`config.mk`:
```
export PLATFORM = sky130hd
export DESIGN_NAME = exc_entry_seq
export DESIGN_NICKNAME = d
export VERILOG_FILES = /design/src/rtl/exc_entry_pkg.sv /design/src/rtl/exc_evt_arb.sv /design/src/rtl/exc_ret_calc.sv /design/src/rtl/exc_state_upd.sv /design/src/rtl/exc_entry_seq.sv
export SDC_FILE = /design/constraint.sdc
export NUM_CORES = 1
export LEC_CHECK = 0
export BUFFER_PORTS_ARGS = -buffer_cell sky130_fd_sc_hd__buf_2
export CAP_MARGIN = 20
export CORE_MARGIN = 2
export CORE_UTILIZATION = 45
export CTS_CLUSTER_SIZE = 14
export DETAILED_ROUTE_END_ITERATION = 12
export PLACE_DENSITY = 0.71
export SLEW_MARGIN = 20
export SYNTH_ARGS = -nofsm -noshare
export SYNTH_HDL_FRONTEND = slang
export SYNTH_SLANG_ARGS = --single-unit
```
`constraint.sdc`:
```
create_clock -name clk -period 3.7 [get_ports clk]
set_input_delay 0.185 -clock clk [delete_from_list [all_inputs] [get_ports clk]]
set_output_delay 0.185 -clock clk [all_outputs]
set_load 0.01 [all_outputs]
```
`src/rtl/exc_entry_pkg.sv`:
```
package exc_entry_pkg;

    localparam int ST_W   = 16;
    localparam int SYN_W  = 16;
    localparam int RIDX_W = 5;

    // status bit positions; each saved copy sits one bit above its mode bit
    localparam int ST_IE  = 0;
    localparam int ST_BIP = 2;
    localparam int ST_EIP = 4;
    localparam int ST_UM  = 8;
    localparam int ST_VM  = 10;
    localparam int SYN_DS = 12;

    localparam logic [ST_W-1:0] MODE_MASK = ST_W'((1 << ST_UM) | (1 << ST_VM));
    localparam logic [ST_W-1:0] SAVE_MASK = MODE_MASK << 1;

    localparam logic [RIDX_W-1:0] RET_EXC = RIDX_W'(17);
    localparam logic [RIDX_W-1:0] RET_IRQ = RIDX_W'(14);
    localparam logic [RIDX_W-1:0] RET_BRK = RIDX_W'(16);

    localparam int OFS_IRQ = 'h10;
    localparam int OFS_BRK = 'h18;
    localparam int OFS_EXC = 'h20;

    typedef enum logic [2:0] {
        EV_NONE  = 3'd0,
        EV_MMU   = 3'd1,
        EV_HWEXC = 3'd2,
        EV_HWBRK = 3'd3,
        EV_SWBRK = 3'd4,
        EV_IRQ   = 3'd5
    } ev_e;

    typedef struct packed {
        logic mmu;
        logic hwexc;
        logic hwbrk;
        logic swbrk;
        logic irq;
    } req_t;

    function automatic logic [ST_W-1:0] push_modes(input logic [ST_W-1:0] st);
        logic [ST_W-1:0] m;
        m = st & MODE_MASK;
        return (st & ~(MODE_MASK | SAVE_MASK)) | (m << 1);
    endfunction

endpackage

```
`src/rtl/exc_evt_arb.sv`:
```
module exc_evt_arb
    import exc_entry_pkg::*;
#(
    parameter bit EXC_EN = 1'b1
) (
    input  req_t            req,
    input  logic [ST_W-1:0] status,
    input  logic            dslot,
    input  logic            imm,
    output ev_e             ev
);
    logic hwexc_ok;
    logic irq_ok;

    generate
        if (EXC_EN) begin : g_exc
            assign hwexc_ok = req.hwexc;
        end else begin : g_noexc
            assign hwexc_ok = 1'b0;
        end
    endgenerate

    assign irq_ok = req.irq && status[ST_IE] && !status[ST_EIP] &&
                    !status[ST_BIP] && !dslot && !imm;

    always_comb begin
        if (req.mmu)        ev = EV_MMU;
        else if (hwexc_ok)  ev = EV_HWEXC;
        else if (req.hwbrk) ev = EV_HWBRK;
        else if (req.swbrk) ev = EV_SWBRK;
        else if (irq_ok)    ev = EV_IRQ;
        else                ev = EV_NONE;
    end
endmodule

```
`src/rtl/exc_ret_calc.sv`:
```
module exc_ret_calc
    import exc_entry_pkg::*;
#(
    parameter int ADDR_W = 32
) (
    input  ev_e               ev,
    input  logic [ADDR_W-1:0] pc,
    input  logic              dslot,
    input  logic              imm,
    input  logic              bimm,
    output logic              rf_we,
    output logic [RIDX_W-1:0] rf_idx,
    output logic [ADDR_W-1:0] rf_data
);
    localparam logic [ADDR_W-1:0] STEP = ADDR_W'(4);

    logic [ADDR_W-1:0] back;

    always_comb begin
        if (dslot)    back = bimm ? (STEP << 1) : STEP;
        else if (imm) back = STEP;
        else          back = '0;
    end

    always_comb begin
        rf_we   = 1'b0;
        rf_idx  = '0;
        rf_data = pc;
        case (ev)
            EV_HWEXC: begin rf_we = 1'b1; rf_idx = RET_EXC; rf_data = pc + STEP; end
            EV_MMU:   begin rf_we = 1'b1; rf_idx = RET_EXC; rf_data = pc - back; end
            EV_IRQ:   begin rf_we = 1'b1; rf_idx = RET_IRQ; end
            EV_HWBRK: begin rf_we = 1'b1; rf_idx = RET_BRK; end
            default:  ;
        endcase
    end
endmodule

```
`src/rtl/exc_state_upd.sv`:
```
module exc_state_upd
    import exc_entry_pkg::*;
#(
    parameter int ADDR_W = 32
) (
    input  ev_e               ev,
    input  logic [ST_W-1:0]   status,
    input  logic [SYN_W-1:0]  syndrome,
    input  logic              dslot,
    input  logic [ADDR_W-1:0] btarget,
    input  logic [ADDR_W-1:0] vec_base,
    output logic [ADDR_W-1:0] pc_n,
    output logic [ST_W-1:0]   status_n,
    output logic              syn_we,
    output logic [SYN_W-1:0]  syn_n,
    output logic              btr_we,
    output logic              flags_clr
);
    logic exc_like;

    assign exc_like = (ev == EV_HWEXC) || (ev == EV_MMU);

    always_comb begin
        status_n = push_modes(status);
        pc_n     = vec_base + ADDR_W'(OFS_EXC);
        case (ev)
            EV_IRQ: begin
                status_n[ST_IE] = 1'b0;
                pc_n = vec_base + ADDR_W'(OFS_IRQ);
            end
            EV_HWBRK: begin
                status_n[ST_BIP] = 1'b1;
                pc_n = vec_base + ADDR_W'(OFS_BRK);
            end
            EV_SWBRK: begin
                status_n[ST_BIP] = 1'b1;
                pc_n = btarget;
            end
            default: status_n[ST_EIP] = 1'b1;
        endcase
    end

    always_comb begin
        syn_n         = syndrome;
        syn_n[SYN_DS] = dslot;
    end

    assign syn_we    = exc_like;
    assign btr_we    = exc_like && dslot;
    assign flags_clr = exc_like;
endmodule

```
`src/rtl/exc_entry_seq.sv`:
```
module exc_entry_seq
    import exc_entry_pkg::*;
#(
    parameter int ADDR_W = 32,
    parameter bit EXC_EN = 1'b1
) (
    input  logic              clk,
    input  logic              rst,
    input  logic [ADDR_W-1:0] pc_i,
    input  logic [ST_W-1:0]   status_i,
    input  logic              dslot_i,
    input  logic              imm_i,
    input  logic              bimm_i,
    input  logic [ADDR_W-1:0] btarget_i,
    input  logic [ADDR_W-1:0] vec_base_i,
    input  logic [SYN_W-1:0]  syndrome_i,
    input  logic              req_mmu_i,
    input  logic              req_hwexc_i,
    input  logic              req_hwbrk_i,
    input  logic              req_swbrk_i,
    input  logic              req_irq_i,
    output logic [2:0]        taken_o,
    output logic              pc_we_o,
    output logic [ADDR_W-1:0] pc_o,
    output logic              rf_we_o,
    output logic [RIDX_W-1:0] rf_idx_o,
    output logic [ADDR_W-1:0] rf_data_o,
    output logic              status_we_o,
    output logic [ST_W-1:0]   status_o,
    output logic              syndrome_we_o,
    output logic [SYN_W-1:0]  syndrome_o,
    output logic              btr_we_o,
    output logic [ADDR_W-1:0] btr_o,
    output logic              flags_clr_o
);
    req_t              req;
    ev_e               ev, ev_q;
    logic              rf_we_n, syn_we_n, btr_we_n, clr_n;
    logic [RIDX_W-1:0] idx_n;
    logic [ADDR_W-1:0] ret_n, pc_n;
    logic [ST_W-1:0]   st_n;
    logic [SYN_W-1:0]  syn_n;

    assign req = '{mmu: req_mmu_i, hwexc: req_hwexc_i, hwbrk: req_hwbrk_i,
                   swbrk: req_swbrk_i, irq: req_irq_i};

    exc_evt_arb #(.EXC_EN(EXC_EN)) u_arb (
        .req(req), .status(status_i), .dslot(dslot_i), .imm(imm_i), .ev(ev)
    );

    exc_ret_calc #(.ADDR_W(ADDR_W)) u_ret (
        .ev(ev), .pc(pc_i), .dslot(dslot_i), .imm(imm_i), .bimm(bimm_i),
        .rf_we(rf_we_n), .rf_idx(idx_n), .rf_data(ret_n)
    );

    exc_state_upd #(.ADDR_W(ADDR_W)) u_upd (
        .ev(ev), .status(status_i), .syndrome(syndrome_i), .dslot(dslot_i),
        .btarget(btarget_i), .vec_base(vec_base_i), .pc_n(pc_n),
        .status_n(st_n), .syn_we(syn_we_n), .syn_n(syn_n),
        .btr_we(btr_we_n), .flags_clr(clr_n)
    );

    always_ff @(posedge clk) begin
        if (rst) begin
            ev_q          <= EV_NONE;
            pc_we_o       <= 1'b0;
            rf_we_o       <= 1'b0;
            status_we_o   <= 1'b0;
            syndrome_we_o <= 1'b0;
            btr_we_o      <= 1'b0;
            flags_clr_o   <= 1'b0;
            pc_o          <= '0;
            rf_idx_o      <= '0;
            rf_data_o     <= '0;
            status_o      <= '0;
            syndrome_o    <= '0;
            btr_o         <= '0;
        end else begin
            ev_q          <= ev;
            pc_we_o       <= (ev != EV_NONE);
            rf_we_o       <= rf_we_n;
            status_we_o   <= (ev != EV_NONE);
            syndrome_we_o <= syn_we_n;
            btr_we_o      <= btr_we_n;
            flags_clr_o   <= clr_n;
            pc_o          <= pc_n;
            rf_idx_o      <= idx_n;
            rf_data_o     <= ret_n;
            status_o      <= st_n;
            syndrome_o    <= syn_n;
            btr_o         <= btarget_i;
        end
    end

    assign taken_o = ev_q;


    irq_gate_chk: assert property (@(posedge clk) disable iff (rst)
        (ev_q == EV_IRQ) |-> ($past(status_i[ST_IE]) && !$past(status_i[ST_EIP]) &&
                              !$past(status_i[ST_BIP]) && !$past(dslot_i) && !$past(imm_i)));


    irq_lowest_chk: assert property (@(posedge clk) disable iff (rst)
        (ev_q == EV_IRQ) |-> (!$past(req_mmu_i) && !$past(req_hwbrk_i) && !$past(req_swbrk_i)));


    brk_vector_chk: assert property (@(posedge clk) disable iff (rst)
        (ev_q == EV_HWBRK) |-> (pc_o == $past(vec_base_i) + ADDR_W'(OFS_BRK)));


    btr_capture_chk: assert property (@(posedge clk) disable iff (rst)
        btr_we_o |-> (btr_o == $past(btarget_i) && syndrome_o[SYN_DS] && syndrome_we_o));


    mode_cleared_chk: assert property (@(posedge clk) disable iff (rst)
        status_we_o |-> (!status_o[ST_UM] && !status_o[ST_VM]));


    flag_clear_chk: assert property (@(posedge clk) disable iff (rst)
        flags_clr_o |-> (ev_q == EV_MMU || ev_q == EV_HWEXC));
endmodule

```
Word-level counts from Yosys, hierarchy flattened
Cells that the tools add are included.
Operators by class
  multiplexer cells: 14
  add/subtract/negate cells: 5
  divide/modulo/power cells: 0
  order comparisons: 0
  shift-type cells: 0
  equal/unequal tests: 5
  reduce and logical (&&, ||, !) cells: 17
  multipliers: 0
  bitwise operators: 1
Operators by type and width (number)
  $pmux W32 S3: 1
  $add A32 B5 Y32 const B: 2
  $pmux W32 S2: 1
  $add A32 B3 Y32 const B: 1
  $add A32 B6 Y32 const B: 1
  $mux W32: 1
  $sub A32 B32 Y32: 1
  $mux W3: 6
  $or A16 B12 Y16: 1
  $pmux W5 S3: 1
  $eq A3 B2 Y1 const B: 2
  $eq A3 B3 Y1 const B: 2
  $logic_and A1 B1 Y1: 6
  $reduce_or A2 Y1: 3
  $logic_not A1 Y1: 4
  $mux W4: 1
  $reduce_or A4 Y1: 1
  $eq A3 B1 Y1 const B: 1
  $mux W1: 3
  $reduce_bool A3 Y1: 1
  $reduce_or A3 Y1: 1
  $logic_or A1 B1 Y1: 1
Storage, ports and cells
  memories kept: 0
  bits of input ports: 138
  flip-flop bits (word level): 140
  logic and storage cells: 54
  latch bits: 0
  bits in read-only memories: 0
  output and inout bits: 142
  bits in writable memories: 0

Logic depth before layout (Yosys ltp)
  word-level depth: 13
  depth in mapped cells: 12
  gate-level depth less buffers: 12

Modules after synthesis
From an unflattened synthesis, not the netlist that was laid out.
Unflattened totals
  cells, all modules: 965
  area total of the unflattened synthesis: 7897.6 sq um
By module, submodules not included
  exc_entry_seq: cells an instance 299, area an instance 3792.4 sq um, seq. area each 2822.7 sq um, times used 1
  exc_state_upd: cells an instance 397, area an instance 2402.3 sq um, seq. area each 0.0 sq um, times used 1
  exc_ret_calc: cells an instance 259, area an instance 1646.6 sq um, seq. area each 0.0 sq um, times used 1
  exc_evt_arb: cells an instance 10, area an instance 56.3 sq um, seq. area each 0.0 sq um, times used 1

Least setup slack after synthesis
No wires, ideal clock.
  path kind: input to register
  from: input port req_mmu_i
  to: register rf_data_o[29]
  setup time: 62 ps
  slack: 586 ps
  stages on the path: 11
  arrival: 3052 ps
  path through: clkbuf_1 > clkbuf_1 > ha_1 > buf_2 > a21o_1 > a21o_1 > a2111oi_0 > or3_1 > a21oi_1 > or4_1 > nand3_1
Between the ends
  cells in the longest elaborated chain, start to end: 3
  elaborated cells on any way between the ends: 4
  those cells by class: 2 x eq/ne; 2 x mux
RTL lines
  start, declared: line exc_entry_seq.sv:17  | input logic req_mmu_i,
  $mux W3 (*): line exc_evt_arb.sv:27  | if (req.mmu) ev = EV_MMU;
  $eq A3 B1 Y1 or $eq A3 B2 Y1 (tied branches): line exc_ret_calc.sv:29  | case (ev)
  $pmux W32 S2 (*): line exc_ret_calc.sv:29
  end signal, assigned: line exc_entry_seq.sv:88  | rf_data_o <= ret_n;
  end, declared: line exc_entry_seq.sv:27  | output logic [ADDR_W-1:0] rf_data_o,
Every way passes the cells marked *; elsewhere a longest branch is shown, timed or not.
A chain may end at the register's enable or synchronous reset.

Worst setup path in the final report
  from: input port dslot_i
  to: register rf_data_o[28]
Between the ends
  cells in the longest elaborated chain, start to end: 10
  elaborated cells on any way between the ends: 13
  those cells by class: 1 x add/sub; 2 x eq/ne; 7 x mux; 3 x reduce/logical
RTL lines
  start, declared: line exc_entry_seq.sv:11  | input logic dslot_i,
  parallel branches: the longest is 9 deep, another holds $sub A32 B32 Y32
  $pmux W32 S2 (*): line exc_ret_calc.sv:29
Every way passes the cells marked *.

==> run summary <==
After technology mapping, the gate count stands at 888. For the count of placed standard cells in the final layout, fillers left out, the log shows 1412. The tools report the worst-case headroom to the max-slew limit as 46.0%.

The final max-slew violation count is 0. The routed layout has 7810 vias. The number of synthesized flops with an enable pin was 0.

In this run, CTS created clock tree buffers numbering 17. Counting along the longest clock path gives a buffer depth of 2. For the final routed database, the setup TNS stands at 0 ns. For this run, the register share of the synthesized area comes to 37.1%. At the worst endpoint, the required time is 4.03 ns. Timing would allow up to 0.372 GHz.

For hold timing, the worst endpoint is syndrome_o[11]$_SDFF_PP0_. The clock-pin slew on the worst setup and hold paths came out at 0.06 ns. Area growth from synthesis to layout: 33.9%. Netlist area before placement: 7340 um^2. The signal on the critical path passes through buf_2 > and2_1 > o21ai_0 > ha_1 > inv_1 > fa_1 > a211oi_1 > o21ai_0 > a21oi_1 > a31oi_1 > a31oi_1 > xor2_1 > a211oi_1.

Leading area contributor after synthesis: sky130_fd_sc_hd__dfxtp_1. Among all flip-flop cells after synthesis, the most frequent one is sky130_fd_sc_hd__dfxtp_1. The cell sitting at the root of the clock tree is a sky130_fd_sc_hd__clkbuf_16. The H-tree generated during clock tree synthesis spans 4 levels. The floorplan step set the die width to 132 um.

In the detailed route, the total length drawn on met2 is 12200 um. Setup violations remaining at the end of the flow were counted as 0. Of all nets on the critical path, the largest fanout is 4.

The slowest stage of the critical path belongs to the cell sky130_fd_sc_hd__fa_1. STA classifies the critical path endpoint as a register. The floorplan step defined a die boundary enclosing 17400 um^2. Across the VDD grid, the largest voltage drop is 317 uV. The time the worst path needs with I/O delays and setup is 2.69 ns.

The remaining global-route overflow is 0, and the mean area per synthesized cell is 8.27 um^2. The number of global-route vias before repair is 7290. STA classifies the critical path startpoint as an input pin. The floorplan step set the die height to 132 um.

The portion of synthesized cell area occupied by the leading cell type was 37.1%. The path class of the tightest hold or removal check is in -> reg. Synthesis inferred 136 register bits.

The tools report the top-level I/O count as 280. The violation count after the first detailed-route iteration was 582; the hold-critical path depth was 2. By startpoint and endpoint, the worst setup path is classified as in -> reg.

The routed design has 24400 um of wire. The share of the cycle needed by the critical path after routing was 72.7%. In this run the most critical hold path is launched from syndrome_i[11]. After detailed routing, the wire length on met1 is 9820 um. The initial core utilization is 46.0%, and the leakage power summed over all cells is 0.00449 uW. The sum of net half-perimeters after detailed placement came out at 17600 um. The logs give 0 for the post-CTS setup buffer count and 0 for the post-route DRC violation count. After synthesis, the share of flip-flops with an asynchronous set or reset is 0%.

The tool flagged a number of max-cap violations equal to 0. The filler cells instantiated in the layout total 1439. The share of layout cells above drive strength 1 was 27.7%. The initial antenna violation count is 6, and the number of port buffers is 274. The tools report the number of nets still failing antenna checks after routing as 0.

The arrival time at the worst endpoint was 3.02 ns; the ratio of routed vias to standard cells was 5.53. Summed over all nets, wire length on met3 after detailed routing comes to 1700 um. For the pin with the worst max-slew slack, the measured transition is 0.809 ns. In this run, post-CTS hold repair placed 46 buffers. After synthesis, the cell types taking the most area are sky130_fd_sc_hd__dfxtp_1 37%, sky130_fd_sc_hd__ha_1 5.6%, sky130_fd_sc_hd__nor2b_1 5.5%.

In the final design database the tool counted 1351 nets. The logs give 0 for the number of warnings reported in the yosys synthesis log and 1329 for the post-placement cell count. The run gives 46 as the placement row count. For the post-CTS resize count, the log shows 0. Dividing the detail-routed wire length by the instance count gives 17.3 um. Entering global routing, the biggest net connects 72 pins.

The detailed-router iteration count before antenna repair came out at 5. The routability-driven placement congestion ratio is 0.914, and the power density over cell area is 408 nW/um^2. The highest routed metal layer is met5. The run gives 15900 um^2 as the area of the core. Sorting the synthesized cells by how often they occur yields 136 x sky130_fd_sc_hd__dfxtp_1, 74 x sky130_fd_sc_hd__a21oi_1, 72 x sky130_fd_sc_hd__nand2_1, 64 x sky130_fd_sc_hd__nor2b_1, 59 x sky130_fd_sc_hd__nor2_1. Number of endpoints with negative hold slack in the final report: 0. In this design, the stage delay of the slowest critical-path cell is 0.41 ns.

Yosys mapped the design onto 70 distinct sky130hd cell types. For this design, the sink count on the clock tree is 136. TritonCTS built the clock tree.

Setup repair after global routing left no endpoint under its margin. The run finished with clean final reports. The most common cell in the synthesized netlist is sky130_fd_sc_hd__dfxtp_1. The overall fraction of global-route tracks in use is 27.7%. The first global-routing pass estimated 38600 um of wire.
-- where the power goes --
group	switching (uW)	leakage, uW	internal, uW	total [uW]
clock network	672	0.000252	877	1550
logic	498	0.00310	371	868
registers	25.3	0.00113	1570	1600
total	1190	0.00449	2820	4010
-- worst max path at each step --
stage / endpoint / slack [ns] / cells past startpoint / from
3_3_place_gp: rf_data_o[26]$_SDFF_PP0_ / 0.66 / 13 / dslot_i
6_report: rf_data_o[28]$_SDFF_PP0_ / 1.01 / 13 / dslot_i
3_5_place_dp: rf_data_o[26]$_SDFF_PP0_ / 0.64 / 13 / dslot_i
4_1_cts: rf_data_o[26]$_SDFF_PP0_ / 1.05 / 13 / dslot_i
5_1_grt: rf_data_o[26]$_SDFF_PP0_ / 0.64 / 13 / dslot_i
2_1_floorplan: rf_data_o[29]$_SDFF_PP0_ / 0.59 / 11 / req_mmu_i
-- cell type report --
| class | count | area (um^2) | share of cell area [%] |
|---|---|---|---|
| Clock buffer | 19 | 443 | 4.50 |
| Antenna cell | 4 | 10.0 | 0.102 |
| Timing Repair Buffer | 332 | 1930 | 19.6 |
| Tap cell | 216 | 270 | 2.75 |
| Sequential cell | 136 | 2720 | 27.7 |
| Clock inverter | 13 | 100 | 1.02 |
| Inverter | 21 | 78.8 | 0.802 |
| Multi-Input combinational cell | 671 | 4280 | 43.5 |
-- placed cells by master, fill, tap and decap left out, drive strengths merged, types with 6 or more instances in the layout --
cell	count
a211oi	14
a21o	16
a21oi	75
a221oi	11
a22oi	15
a31oi	16
and2	15
and3	16
buf	285
clkbuf	19
clkinv	6
dfxtp	136
dlygate4sd3	47
ha	33
inv	23
nand2	72
nand3	33
nand4	23
nor2	59
nor2b	64
nor3	25
o21a	11
o21ai	41
o21bai	6
o311ai	6
or3	6
xnor2	23
xor2	10
-- routing by layer --
layer | GRT usage [%] | up-vias
met5 | 0 | -
met4 | 9.78 | 2
met3 | 6.40 | 52
met2 | 48.7 | 333
met1 | 33.1 | 3607
li1 | - | 3816
-- cells by family after synthesis --
group                      count (synthesis)  share of synthesized area (%)
and+or+nand+nor                          345                           25.2
buffers and inverters                     82                           4.77
xor gates and xnor gates                  33                           3.94
DFF                                      136                           37.1
other                                      1                         0.0511
AOI/OAI and AO/OA                        255                           22.7
adders and majority gates                 34                           5.90
muxes                                      2                          0.273
-- per-stage QoR --
step | power (uW) | setup WS (ns) | utilization [%] | hold slack [ns] | instance area, um^2
after detailed placement | 2450 | 0.641 | 55.3 | 0.397 | 8810
after floorplan | 2130 | 0.586 | - | 0.294 | 7340
after CTS | 4040 | 1.05 | 61.5 | 0.000627 | 9810
after global routing | 4220 | 0.644 | 61.7 | 0.00180 | 9830
after global placement | 2440 | 0.663 | 55.3 | 0.390 | 8810
final | 4010 | 1.01 | 61.7 | 0.00390 | 9830
-- registers in the layout (all words and copies together) (netlist names), 3 cells and up --
name and flops:
rf_idx_o 3, taken_o 3, status_o 14, btr_o 32, pc_o 32, rf_data_o 32, syndrome_o 16
-- critical path, delay by kind of cell --
family	cells	cell delay (ns)
simple gates	1	0.15
xor+xnor	1	0.11
buf+inv	2	0.18
fa+ha+maj	2	0.61
compound gates	7	1.78
Power figures use the tool's default switching activity.
